===== src/rtl/ppio_pkg.sv =====
package ppio_pkg;
  typedef enum logic [1:0] {
    SEL_A   = 2'b00,
    SEL_B   = 2'b01,
    SEL_C   = 2'b10,
    SEL_CMD = 2'b11
  } sel_e;

  // 1 = section is an input
  typedef struct packed {
    logic a_in;
    logic cu_in;
    logic b_in;
    logic cl_in;
  } dir_t;

  localparam dir_t DIR_RESET = '{a_in: 1'b1, cu_in: 1'b1, b_in: 1'b1, cl_in: 1'b1};

  function automatic logic cmd_ok(input logic [7:0] w);
    return w[7] && (w[6:5] == 2'b00) && !w[2];
  endfunction

  function automatic dir_t cmd_dir(input logic [7:0] w);
    dir_t d;
    d.a_in  = w[4];
    d.cu_in = w[3];
    d.b_in  = w[1];
    d.cl_in = w[0];
    return d;
  endfunction
endpackage


===== src/rtl/ppio_cmd.sv =====
module ppio_cmd
  import ppio_pkg::*;
(
  input  logic       clk,
  input  logic       rst_n,
  input  logic       cmd_we,
  input  logic [7:0] cmd_word,
  output dir_t       dir,
  output logic       clr_all
);
  assign clr_all = cmd_we && cmd_ok(cmd_word);

  always_ff @(posedge clk or negedge rst_n) begin
    if (!rst_n)       dir <= DIR_RESET;
    else if (clr_all) dir <= cmd_dir(cmd_word);
  end


  bad_cmd_keeps_dir_chk: assert property (@(posedge clk) disable iff (!rst_n)
    (cmd_we && !cmd_ok(cmd_word)) |=> $stable(dir));


  good_cmd_sets_dir_chk: assert property (@(posedge clk) disable iff (!rst_n)
    (cmd_we && cmd_word[7] && cmd_word[6:5] == 2'b00 && !cmd_word[2])
      |=> (dir.a_in == $past(cmd_word[4])) && (dir.b_in == $past(cmd_word[1])));
endmodule


===== src/rtl/ppio_section.sv =====
module ppio_section #(
  parameter int W = 8
) (
  input  logic         clk,
  input  logic         rst_n,
  input  logic         we,
  input  logic         clr,
  input  logic [W-1:0] wd,
  input  logic         is_in,
  input  logic [W-1:0] pin,
  output logic [W-1:0] q,
  output logic [W-1:0] oe,
  output logic [W-1:0] rd_val
);
  always_ff @(posedge clk or negedge rst_n) begin
    if (!rst_n)   q <= '0;
    else if (clr) q <= '0;
    else if (we)  q <= wd;
  end

  assign oe     = {W{~is_in}};
  assign rd_val = is_in ? pin : q;


  latch_load_chk: assert property (@(posedge clk) disable iff (!rst_n)
    (we && !clr) |=> (q == $past(wd)));


  latch_clear_chk: assert property (@(posedge clk) disable iff (!rst_n)
    clr |=> (q == '0));
endmodule


===== src/rtl/ppio_top.sv =====
module ppio_top
  import ppio_pkg::*;
#(
  parameter int PORT_W = 8
) (
  input  logic              clk,
  input  logic              rst_n,
  input  logic              cs_n,
  input  logic              wr_en,
  input  logic              rd_en,
  input  logic [1:0]        sel,
  input  logic [PORT_W-1:0] wr_data,
  output logic [PORT_W-1:0] rd_data,
  input  logic [PORT_W-1:0] pa_in,
  output logic [PORT_W-1:0] pa_out,
  output logic [PORT_W-1:0] pa_oe,
  input  logic [PORT_W-1:0] pb_in,
  output logic [PORT_W-1:0] pb_out,
  output logic [PORT_W-1:0] pb_oe,
  input  logic [PORT_W-1:0] pc_in,
  output logic [PORT_W-1:0] pc_out,
  output logic [PORT_W-1:0] pc_oe
);
  localparam int NIB_W = PORT_W / 2;

  logic wr_hit, rd_hit, clr_all;
  dir_t dir;

  assign wr_hit = !cs_n && wr_en;
  assign rd_hit = !cs_n && rd_en;

  ppio_cmd u_cmd (
    .clk     (clk),
    .rst_n   (rst_n),
    .cmd_we  (wr_hit && sel == SEL_CMD),
    .cmd_word(wr_data[7:0]),
    .dir     (dir),
    .clr_all (clr_all)
  );

  // full-width ports: index 0 = A, 1 = B
  logic [PORT_W-1:0] p_pin [2];
  logic [PORT_W-1:0] p_q   [2];
  logic [PORT_W-1:0] p_oe  [2];
  logic [PORT_W-1:0] p_rd  [2];
  logic              p_in  [2];
  logic              p_we  [2];

  assign p_pin[0] = pa_in;
  assign p_pin[1] = pb_in;
  assign p_in[0]  = dir.a_in;
  assign p_in[1]  = dir.b_in;
  assign p_we[0]  = wr_hit && sel == SEL_A;
  assign p_we[1]  = wr_hit && sel == SEL_B;

  for (genvar g = 0; g < 2; g++) begin : g_port
    ppio_section #(.W(PORT_W)) u_sec (
      .clk(clk), .rst_n(rst_n), .we(p_we[g]), .clr(clr_all),
      .wd(wr_data), .is_in(p_in[g]), .pin(p_pin[g]),
      .q(p_q[g]), .oe(p_oe[g]), .rd_val(p_rd[g])
    );
  end

  assign pa_out = p_q[0];
  assign pb_out = p_q[1];
  assign pa_oe  = p_oe[0];
  assign pb_oe  = p_oe[1];

  // port C nibbles: index 0 = lower, 1 = upper
  logic              n_in [2];
  logic              c_we;
  logic [PORT_W-1:0] c_rd;

  assign n_in[0] = dir.cl_in;
  assign n_in[1] = dir.cu_in;
  assign c_we    = wr_hit && sel == SEL_C;

  for (genvar h = 0; h < 2; h++) begin : g_nib
    ppio_section #(.W(NIB_W)) u_sec (
      .clk(clk), .rst_n(rst_n), .we(c_we), .clr(clr_all),
      .wd(wr_data[h*NIB_W +: NIB_W]), .is_in(n_in[h]),
      .pin(pc_in[h*NIB_W +: NIB_W]),
      .q(pc_out[h*NIB_W +: NIB_W]), .oe(pc_oe[h*NIB_W +: NIB_W]),
      .rd_val(c_rd[h*NIB_W +: NIB_W])
    );
  end

  logic [PORT_W-1:0] rd_mux;
  always_comb begin
    unique case (sel)
      SEL_A:   rd_mux = p_rd[0];
      SEL_B:   rd_mux = p_rd[1];
      SEL_C:   rd_mux = c_rd;
      default: rd_mux = '0;
    endcase
  end

  always_ff @(posedge clk or negedge rst_n) begin
    if (!rst_n)      rd_data <= '0;
    else if (rd_hit) rd_data <= rd_mux;
  end


  deselect_quiet_chk: assert property (@(posedge clk) disable iff (!rst_n)
    cs_n |=> ($stable(pa_out) && $stable(pb_out) && $stable(pc_out)
              && $stable(pa_oe) && $stable(pb_oe) && $stable(pc_oe) && $stable(rd_data)));


  cmd_read_zero_chk: assert property (@(posedge clk) disable iff (!rst_n)
    (rd_hit && sel == 2'b11) |=> (rd_data == '0));


  read_hold_chk: assert property (@(posedge clk) disable iff (!rst_n)
    !rd_hit |=> $stable(rd_data));


  oe_section_uniform_chk: assert property (@(posedge clk) disable iff (!rst_n)
    $rose(pa_oe[0]) |-> (pa_oe == '1));
endmodule


===== config.mk =====
export PLATFORM = sky130hd
export DESIGN_NAME = ppio_top
export DESIGN_NICKNAME = d
export VERILOG_FILES = /design/src/rtl/ppio_pkg.sv /design/src/rtl/ppio_cmd.sv /design/src/rtl/ppio_section.sv /design/src/rtl/ppio_top.sv
export SDC_FILE = /design/constraint.sdc
export NUM_CORES = 1
export LEC_CHECK = 0
export BUFFER_PORTS_ARGS = -buffer_cell sky130_fd_sc_hd__buf_4
export CORE_MARGIN = 10
export CORE_UTILIZATION = 42
export CTS_BUF_LIST = sky130_fd_sc_hd__clkbuf_8 sky130_fd_sc_hd__clkbuf_16
export CTS_CLUSTER_SIZE = 10
export DETAILED_ROUTE_END_ITERATION = 8
export PLACE_DENSITY_LB_ADDON = 0.15
export SLEW_MARGIN = 20
export SYNTH_ARGS = -nofsm -noshare
export SYNTH_HDL_FRONTEND = slang
export SYNTH_SLANG_ARGS = --single-unit

===== constraint.sdc =====
create_clock -name clk -period 1.5 [get_ports clk]
set_input_delay 0.15 -clock clk [delete_from_list [all_inputs] [get_ports clk]]
set_output_delay 0.15 -clock clk [all_outputs]
set_load 0.1 [all_outputs]

* After elaboration in Yosys (flattened, before gate mapping)
Cells that the tools add are included.
** Word-level totals
- Register bits :: 36
- Bits of input ports :: 39
- Output and inout bits :: 56
- Logic and storage cells :: 45
** Operators by class
- Equal/unequal tests :: 3
- Mux-type cells :: 13
- Bitwise gates (word level) :: 4
- Reductions and logical operators :: 16
** Operators by type and width (count)
- 2-to-1 mux 8 bit :: 6
- 2-to-1 mux 4 bit :: 6
- case mux 8 bit (3 select lines) :: 1
- logical AND 1 bit :: 9
- nonzero test 2 bit :: 3
- equality test 2 bit (second input constant) :: 2
- zero test 2 bit :: 2
- NOT 1 bit :: 4
- equality test 2 x 1 -> 1 bit (second input constant) :: 1
- zero test 1 bit :: 2

* Depth between registers and ports, before layout
Gate-level depths: netlist of the first run.
- Depth in word-level cells :: 5
- Mapped depth :: 6
- Gate-level depth less buffers :: 3

* By module
From an unflattened synthesis of the first run, not the netlist that was laid out.
** Unflattened totals
- Cell total of the unflattened synthesis :: 199
- Area, all modules :: 2185.8 um^2
** Modules (own cells, without submodules)
- ppio_section at g_port[0].u_sec ... :: instances 2, cells each 43, area each 513.0 um^2, sequential area each 200.2 um^2
- ppio_top :: instances 1, cells each 61, area each 521.8 um^2, sequential area each 200.2 um^2
- ppio_section at g_nib[0].u_sec ... :: instances 2, cells each 21, area each 231.5 um^2, sequential area each 100.1 um^2
- ppio_cmd :: instances 1, cells each 10, area each 175.2 um^2, sequential area each 105.1 um^2

* Least setup slack after synthesis of the first run
Ideal clock, no wire load.
- Path kind :: reg-to-output
- Start point :: register u_cmd.dir[1] (netlist name)
- End point :: output port pb_oe[1]
- Arrival time :: 1665 ps
- Required time :: 1350 ps
- Path slack :: -315 ps
- Stages on the path, launching flop included :: 4
- Path through :: dfstp_2 -> buf_2 -> inv_1 -> buf_4
** On the way
- Word-level cells in the longest chain between the ends :: 1
** RTL lines
- NOT 1 bit :: line ppio_section.sv:21 : assign oe = {W{~is_in}};
- to (decl) :: line ppio_top.sv:19 : output logic [PORT_W-1:0] pb_oe,
Every way passes these cells.

* Worst setup path in the final report of the first run
- Start point :: register u_cmd.dir[3] (netlist name)
- End point :: register rd_data[2]
** On the way
- Word-level cells in the longest chain between the ends :: 2
** RTL lines
- 2-to-1 mux 8 bit :: line ppio_section.sv:22 : assign rd_val = is_in ? pin : q;
- case mux 8 bit (3 select lines) :: line ppio_top.sv:90 : unique case (sel)
- to (signal assigned) :: line ppio_top.sv:100 : else if (rd_hit) rd_data <= rd_mux;
- to (decl) :: line ppio_top.sv:13 : output logic [PORT_W-1:0] rd_data,
Every way passes these cells.
A chain may end at the register's enable or synchronous reset.

==> results_dict.tcl, run 1 <==
set metrics [dict create \
    initial_core_util_pct 43.76 \
    crit_chain "buf_4, mux2i_1, o22ai_1, a221o_1" \
    p_leak_nw 1.397 \
    synth_nets 229 \
    seqPwrFrac_pct 27.3 \
    grt_pass1_vias 1888 \
    utilization_pct 64.37 \
    cts_tree "yes" \
    critPathMaxFanout 5 \
    ir_drop_mv 0.9185 \
    cp.arrival_ns 1.76 \
    p_switching_w 0.002778 \
    grt_max_degree 37 \
    core_sq_um 4786 \
    post-synth-top-count-cell "mux2i_1" \
    vias 1753 \
    rsz0062_at_grt "true" \
    hold_path_class "in2reg" \
    cp_num_buf_inv 1 \
    finClkSkew_ns 0.006587 \
    routed_wire_length_per_instance_um 18.94 \
    synth_area_per_cell_sq_um 11.02 \
    cts_buffers 5 \
    area_growth_syn_to_layout_pct 47.07 \
    first_iter_violations 126 \
    final_layout_size_suffix_gt1_share_pct 57.76 \
    async_flop_share_pct 100.0 \
    synth-edff-count 0 \
    synth_top_area_share_pct 38.23 \
    num_antenna_cells 0 \
    pre_cts_ws_ns -0.06275 \
    synth_seq_cells 36 \
    fin_cells 344 \
    drc 0 \
    antenna_found_initial 0 \
    powerDensity_nw_per_um2 1627 \
    finalHoldViolations 0 \
    yosysWarnings 0 \
    seq_area_frac_synth_pct 43.25 \
    p_comb_share_pct 58.9 \
    required_ns 1.68 \
    clk_latency_ns 0.30 \
    cts_sinks 36 \
    io_buffers 94 \
    grt_use_total_pct 15.78 \
    tightest_slew_ns 0.7671 \
    cts_buffer_depth 2 \
    path_delay_family "flip-flops" \
    final-setup-viol-count 23 \
    place_inst 325 \
    dp_hpwl_mm 4.975 \
    p_clk_share_pct 13.8 \
    grt_pass1_wl_mm 10.48 \
    synth.area.top_cells "dfrtp_1, mux2i_1, buf_4, dfstp_2, mux2_2" \
    power_report.internal_total_w 0.002235 \
    die_area_sq_um 8212 \
    placementRows 25 \
    synth_cell_type_count 29 \
    wl_mm 6.515 \
    synth_area_sq_um 2095 \
    critical_path_class "reg2reg" \
    dieWidth_um 90.62 \
    ioPinCount 95 \
    h-tree-depth 2 \
    die_h_um 90.62 \
    postSynthCellCount 190 \
    violations "setup timing" \
    drtPass1Iterations 5 \
    cts-root-buf "clkbuf_8" \
    ant_nets 0 \
    grt_overflow_total 0 \
    synth_common_cells "mux2i_1, dfrtp_1, buf_4, nor2_1" \
    post-route-period-util_pct 105.7 \
    clk_pin_slew_ns 0.08 \
    synth_ff_type "dfrtp_1" \
    cp_slowest_cell "dfstp_4" \
    layout_setup_ws_ns -0.08517 \
    drt-vias-per-instance 5.096 \
    slew-limit-headroom_pct 48.86 \
    status "finished, violations left" \
    finalNetCount 315 \
    critPathCaptureType "flop" \
    place_congestion 0.7654 \
    cp_slowest_stage_delay_ns 0.63 \
    yosys.area.top_type "dfrtp_1" \
    startpoint_type "flop" \
    fin_crit_ns 1.585 \
    fmax_mhz 630.8 \
    maxCapViolCount 0 \
    sw_frac_of_total_pct 55.42 \
    maxSlewViolCount 0 \
]
[registers in the layout (all words and copies together) (netlist names)]
signal,cells
g_nib.u_sec.q,8
g_port.u_sec.q,16
rd_data,8
u_cmd.dir,4
[placed cells by master (no fill, tap or decap), types with 3 or more instances in the layout]
cell type and instances:
dfstp_2 3, buf_4 102, mux2i_2 4, mux2_2 9, dfrtp_2 13, clkinvlp_4 4, buf_12 12, nand2_1 3
a221o_1 7, clkbuf_8 5, nor2_1 22, nand2b_1 3, inv_1 5, o22ai_1 8, o31ai_1 3, mux2i_1 35
dfrtp_1 19
[cell families (layout without fill, tap and decap cells)]
family	Yosys count	count (layout)	share of synthesized area [%]
DFF	36	36	43.25
and+or+nand+nor	38	38	10.75
AOI/OAI and AO/OA	22	22	8.184
muxes	49	49	24.19
buffers and inverters	45	132	13.62
[path summary, 6_finish.rpt]
check / from / endpoint / slack (ns) / cells past startpoint
min reg2reg: rd_data[6]$_DFFE_PN0P_ / rd_data[6]$_DFFE_PN0P_ / 0.52 / 1
max reg2reg: u_cmd.dir[3]$_DFFE_PN1P_ / rd_data[2]$_DFFE_PN0P_ / -0.09 / 4
min: wr_data[6] / g_port[0].u_sec.q[6]$_DFFE_PN0P_ / 0.11 / 3
min in group asynchronous: rst_n / g_port[0].u_sec.q[1]$_DFFE_PN0P_ / 0.35 / 2
max: u_cmd.dir[3]$_DFFE_PN1P_ / rd_data[2]$_DFFE_PN0P_ / -0.09 / 4
max in group asynchronous: rst_n / u_cmd.dir[0]$_DFFE_PN1P_ / 0.79 / 2
[timing repair]
action	CTS	global route
setup endpoints to repair	31	24
hold buffers	1	0
cloned	0	0
hold endpoints to repair	32	0
resized for setup	25	4
buffers inserted	9	1
[power groups by stage]
stage	logic, W	clock network (W)	registers (W)
4_1_cts	0.00296	0.000718	0.00136
3_5_place_dp	0.00284	0	0.00139
3_3_place_gp	0.00282	0	0.00140
5_1_grt	0.00306	0.000760	0.00140
2_1_floorplan	0.000944	0	0.00273
6_report	0.00295	0.000693	0.00137
[worst reg2reg max path, delay by kind of cell, from the launching register on]
| kind | cells | cell delay (ns) |
|---|---|---|
| buffers and inverters | 1 | 0.16 |
| multiplexers | 1 | 0.23 |
| flip-flops | 1 | 0.63 |
| AO/OA/AOI/OAI | 2 | 0.45 |
[routing by layer]
layer	GRT usage (%)	part of all wire (%)
met5	0	0
met4	4.775	1.1
met3	5.819	9.5
met2	23.26	44
met1	20.81	46
[area by class of cell]
| class | instances | area, sq um |
|---|---|---|
| clock buffers | 5 | 68.82 |
| fillers | 414 | 1705 |
| flip-flops and latches | 36 | 925.9 |
| multi-input cells | 109 | 918.4 |
| repair buffers | 115 | 1016 |
| well taps | 67 | 83.83 |
| clock inverters | 3 | 18.77 |
| inverters | 9 | 48.80 |
[through the flow]
stage	power, W	area, sq um	setup TNS [ns]	hold slack, ns
2_1_floorplan	0.003675	2272	-4.098	-0.1456
5_1_grt	0.005214	3080	-2.641	0.1114
6_report	0.005013	3080	-1.382	0.1111
4_1_cts	0.005035	3058	-1.520	0.09849
3_5_place_dp	0.004230	2764	-0.2797	0.1433
3_3_place_gp	0.004213	2764	-0.3114	0.1411
No activity file was read; power rests on OpenSTA's default activity.
==> inputs of run 2 (changes only) <==
Settings changed: MAX_ROUTING_LAYER set to met4.
==> run 2 against run 1 <==
The flow still finishes with violations (setup timing). Final cell count stayed put. Via count is 0.51% lower. Fmax about the same. Critical path depth stayed put. Utilization did not move. Worst setup slack barely moved. Highest routed layer unchanged. Design area did not move. Clock skew hardly changed.
==> results_dict.tcl, run 2 (synthesis gave the netlist of run 1 again) <==
set metrics [dict create \
    regArea_sq_um 925.9 \
    required_ns 1.67 \
    grt_max_degree 37 \
    fmax_mhz 631.0 \
    post-route-period-util_pct 105.6 \
    sw_frac_of_total_pct 55.41 \
    cp_slowest_stage_delay_ns 0.63 \
    cts_buffer_depth 2 \
    area_growth_syn_to_layout_pct 47.07 \
    tightest_slew_ns 0.7588 \
    place_congestion 0.7755 \
    p_switching_w 0.002777 \
    place_inst 325 \
    hold_path_class "in2reg" \
    cp_slowest_cell "dfstp_4" \
    clk_pin_slew_ns 0.08 \
    critPathCaptureType "flop" \
    regMostFlops "g_port.u_sec.q" \
    initial_core_util_pct 43.76 \
    finalNetCount 315 \
    clk_latency_ns 0.29 \
    grt_use_total_pct 16.21 \
    finalSetupTns_ns -1.356 \
    slew-limit-headroom_pct 49.41 \
    io_buffers 94 \
    crit_chain "buf_4, mux2i_1, o22ai_1, a221o_1" \
    grt_pass1_vias 1896 \
    finClkSkew_ns 0.006131 \
    p_clk_share_pct 13.8 \
    final_cell_mix "buf_4, mux2i_1, nor2_1" \
    cts_sinks 36 \
    antenna_found_initial 0 \
    ant_nets 0 \
    powerDensity_nw_per_um2 1627 \
    drc 0 \
    die_area_sq_um 8212 \
    cts_tree "yes" \
    critPathMaxFanout 5 \
    final-setup-viol-count 23 \
    multi_input_area_sq_um 918.4 \
    maxCapViolCount 0 \
    grt_overflow_total 0 \
    drt-vias-per-instance 5.070 \
    p_comb_share_pct 58.9 \
    fill_cells 414 \
    vias 1744 \
    placementRows 25 \
    layout_setup_ws_ns -0.08470 \
    core_sq_um 4786 \
    fin_cells 344 \
    violations "setup timing" \
    routed_wire_length_per_instance_um 18.90 \
    seqPwrFrac_pct 27.3 \
    final_common_cell "buf_4" \
    dp_hpwl_mm 4.975 \
    largestRegisters "g_port.u_sec.q (16), g_nib.u_sec.q (8), rd_data (8)" \
    dieWidth_um 90.62 \
    drtPass1Iterations 4 \
    total_power_w 0.005012 \
    ir_drop_mv 0.9182 \
    cts_buffers 5 \
    path_delay_family "flip-flops" \
    rsz0062_at_grt "true" \
    critical_path_class "reg2reg" \
    die_h_um 90.62 \
    ioPinCount 95 \
    finalHoldViolations 0 \
    cp_num_buf_inv 1 \
    power_report.internal_total_w 0.002235 \
    h-tree-depth 2 \
    cts-root-buf "clkbuf_8" \
    holdWs_ns 0.1125 \
    wl_mm 6.500 \
    pre_cts_ws_ns -0.06275 \
    fin_crit_ns 1.585 \
    num_antenna_cells 0 \
    status "finished, violations left" \
    maxSlewViolCount 0 \
    cp.arrival_ns 1.76 \
    final_layout_size_suffix_gt1_share_pct 57.76 \
    largest_reg_flops 16 \
    grt_pass1_wl_mm 10.44 \
    p_leak_nw 1.397 \
    first_iter_violations 129 \
    startpoint_type "flop" \
]
[run 2: repair_timing]
item,in CTS,in global routing
hold endpoints to repair,32,0
hold buffers,1,0
setup endpoints to repair,31,24
buffers inserted,9,1
resized for setup,25,4
[run 2: worst paths after layout]
| kind | from | endpoint | slack (ns) | depth (start not counted) |
|---|---|---|---|---|
| max | u_cmd.dir[3]$_DFFE_PN1P_ | rd_data[2]$_DFFE_PN0P_ | -0.08 | 4 |
| min | wr_data[6] | g_port[0].u_sec.q[6]$_DFFE_PN0P_ | 0.11 | 3 |
| max reg2reg | u_cmd.dir[3]$_DFFE_PN1P_ | rd_data[2]$_DFFE_PN0P_ | -0.08 | 4 |
| min reg2reg | rd_data[6]$_DFFE_PN0P_ | rd_data[6]$_DFFE_PN0P_ | 0.52 | 1 |
| max in group asynchronous | rst_n | u_cmd.dir[0]$_DFFE_PN1P_ | 0.79 | 2 |
| min in group asynchronous | rst_n | g_port[0].u_sec.q[1]$_DFFE_PN0P_ | 0.35 | 2 |
[run 2: power by group through the flow]
stage	Combinational (W)	Clock, W	Sequential (W)
3_5_place_dp	0.00284	0	0.00139
4_1_cts	0.00296	0.000718	0.00136
6_report	0.00295	0.000692	0.00137
3_3_place_gp	0.00282	0	0.00140
5_1_grt	0.00306	0.000760	0.00140
2_1_floorplan	0.000944	0	0.00273
[run 2: worst register-to-register path, cell delays in order, from the launching register on]
cell,delay (ns)
dfstp_4,0.63
buf_4,0.16
mux2i_1,0.23
o22ai_1,0.11
a221o_1,0.34
[run 2: cell type report]
type | instances | area share, %
clock buffers | 5 | 2.234
clock inverters | 3 | 0.6093
inverters | 9 | 1.584
multi-input cells | 109 | 29.81
flip-flops and latches | 36 | 30.06
well taps | 67 | 2.721
repair buffers | 115 | 32.98
[run 2: layer usage]
metal	routed length, um	share of wire (%)	vias up	GRT usage (%)
met5	0	0	-	-
met4	72	1.1	0	4.775
met3	461	7.1	6	4.239
met2	2849	44	90	23.26
met1	3117	48	832	21.74
li1	-	-	816	-
[run 2: stage by stage]
stage,area [sq um],utilization (%)
6_report,3080,64.37
2_1_floorplan,2272,-
3_5_place_dp,2764,57.75
3_3_place_gp,2764,57.75
4_1_cts,3058,63.90
5_1_grt,3080,64.37
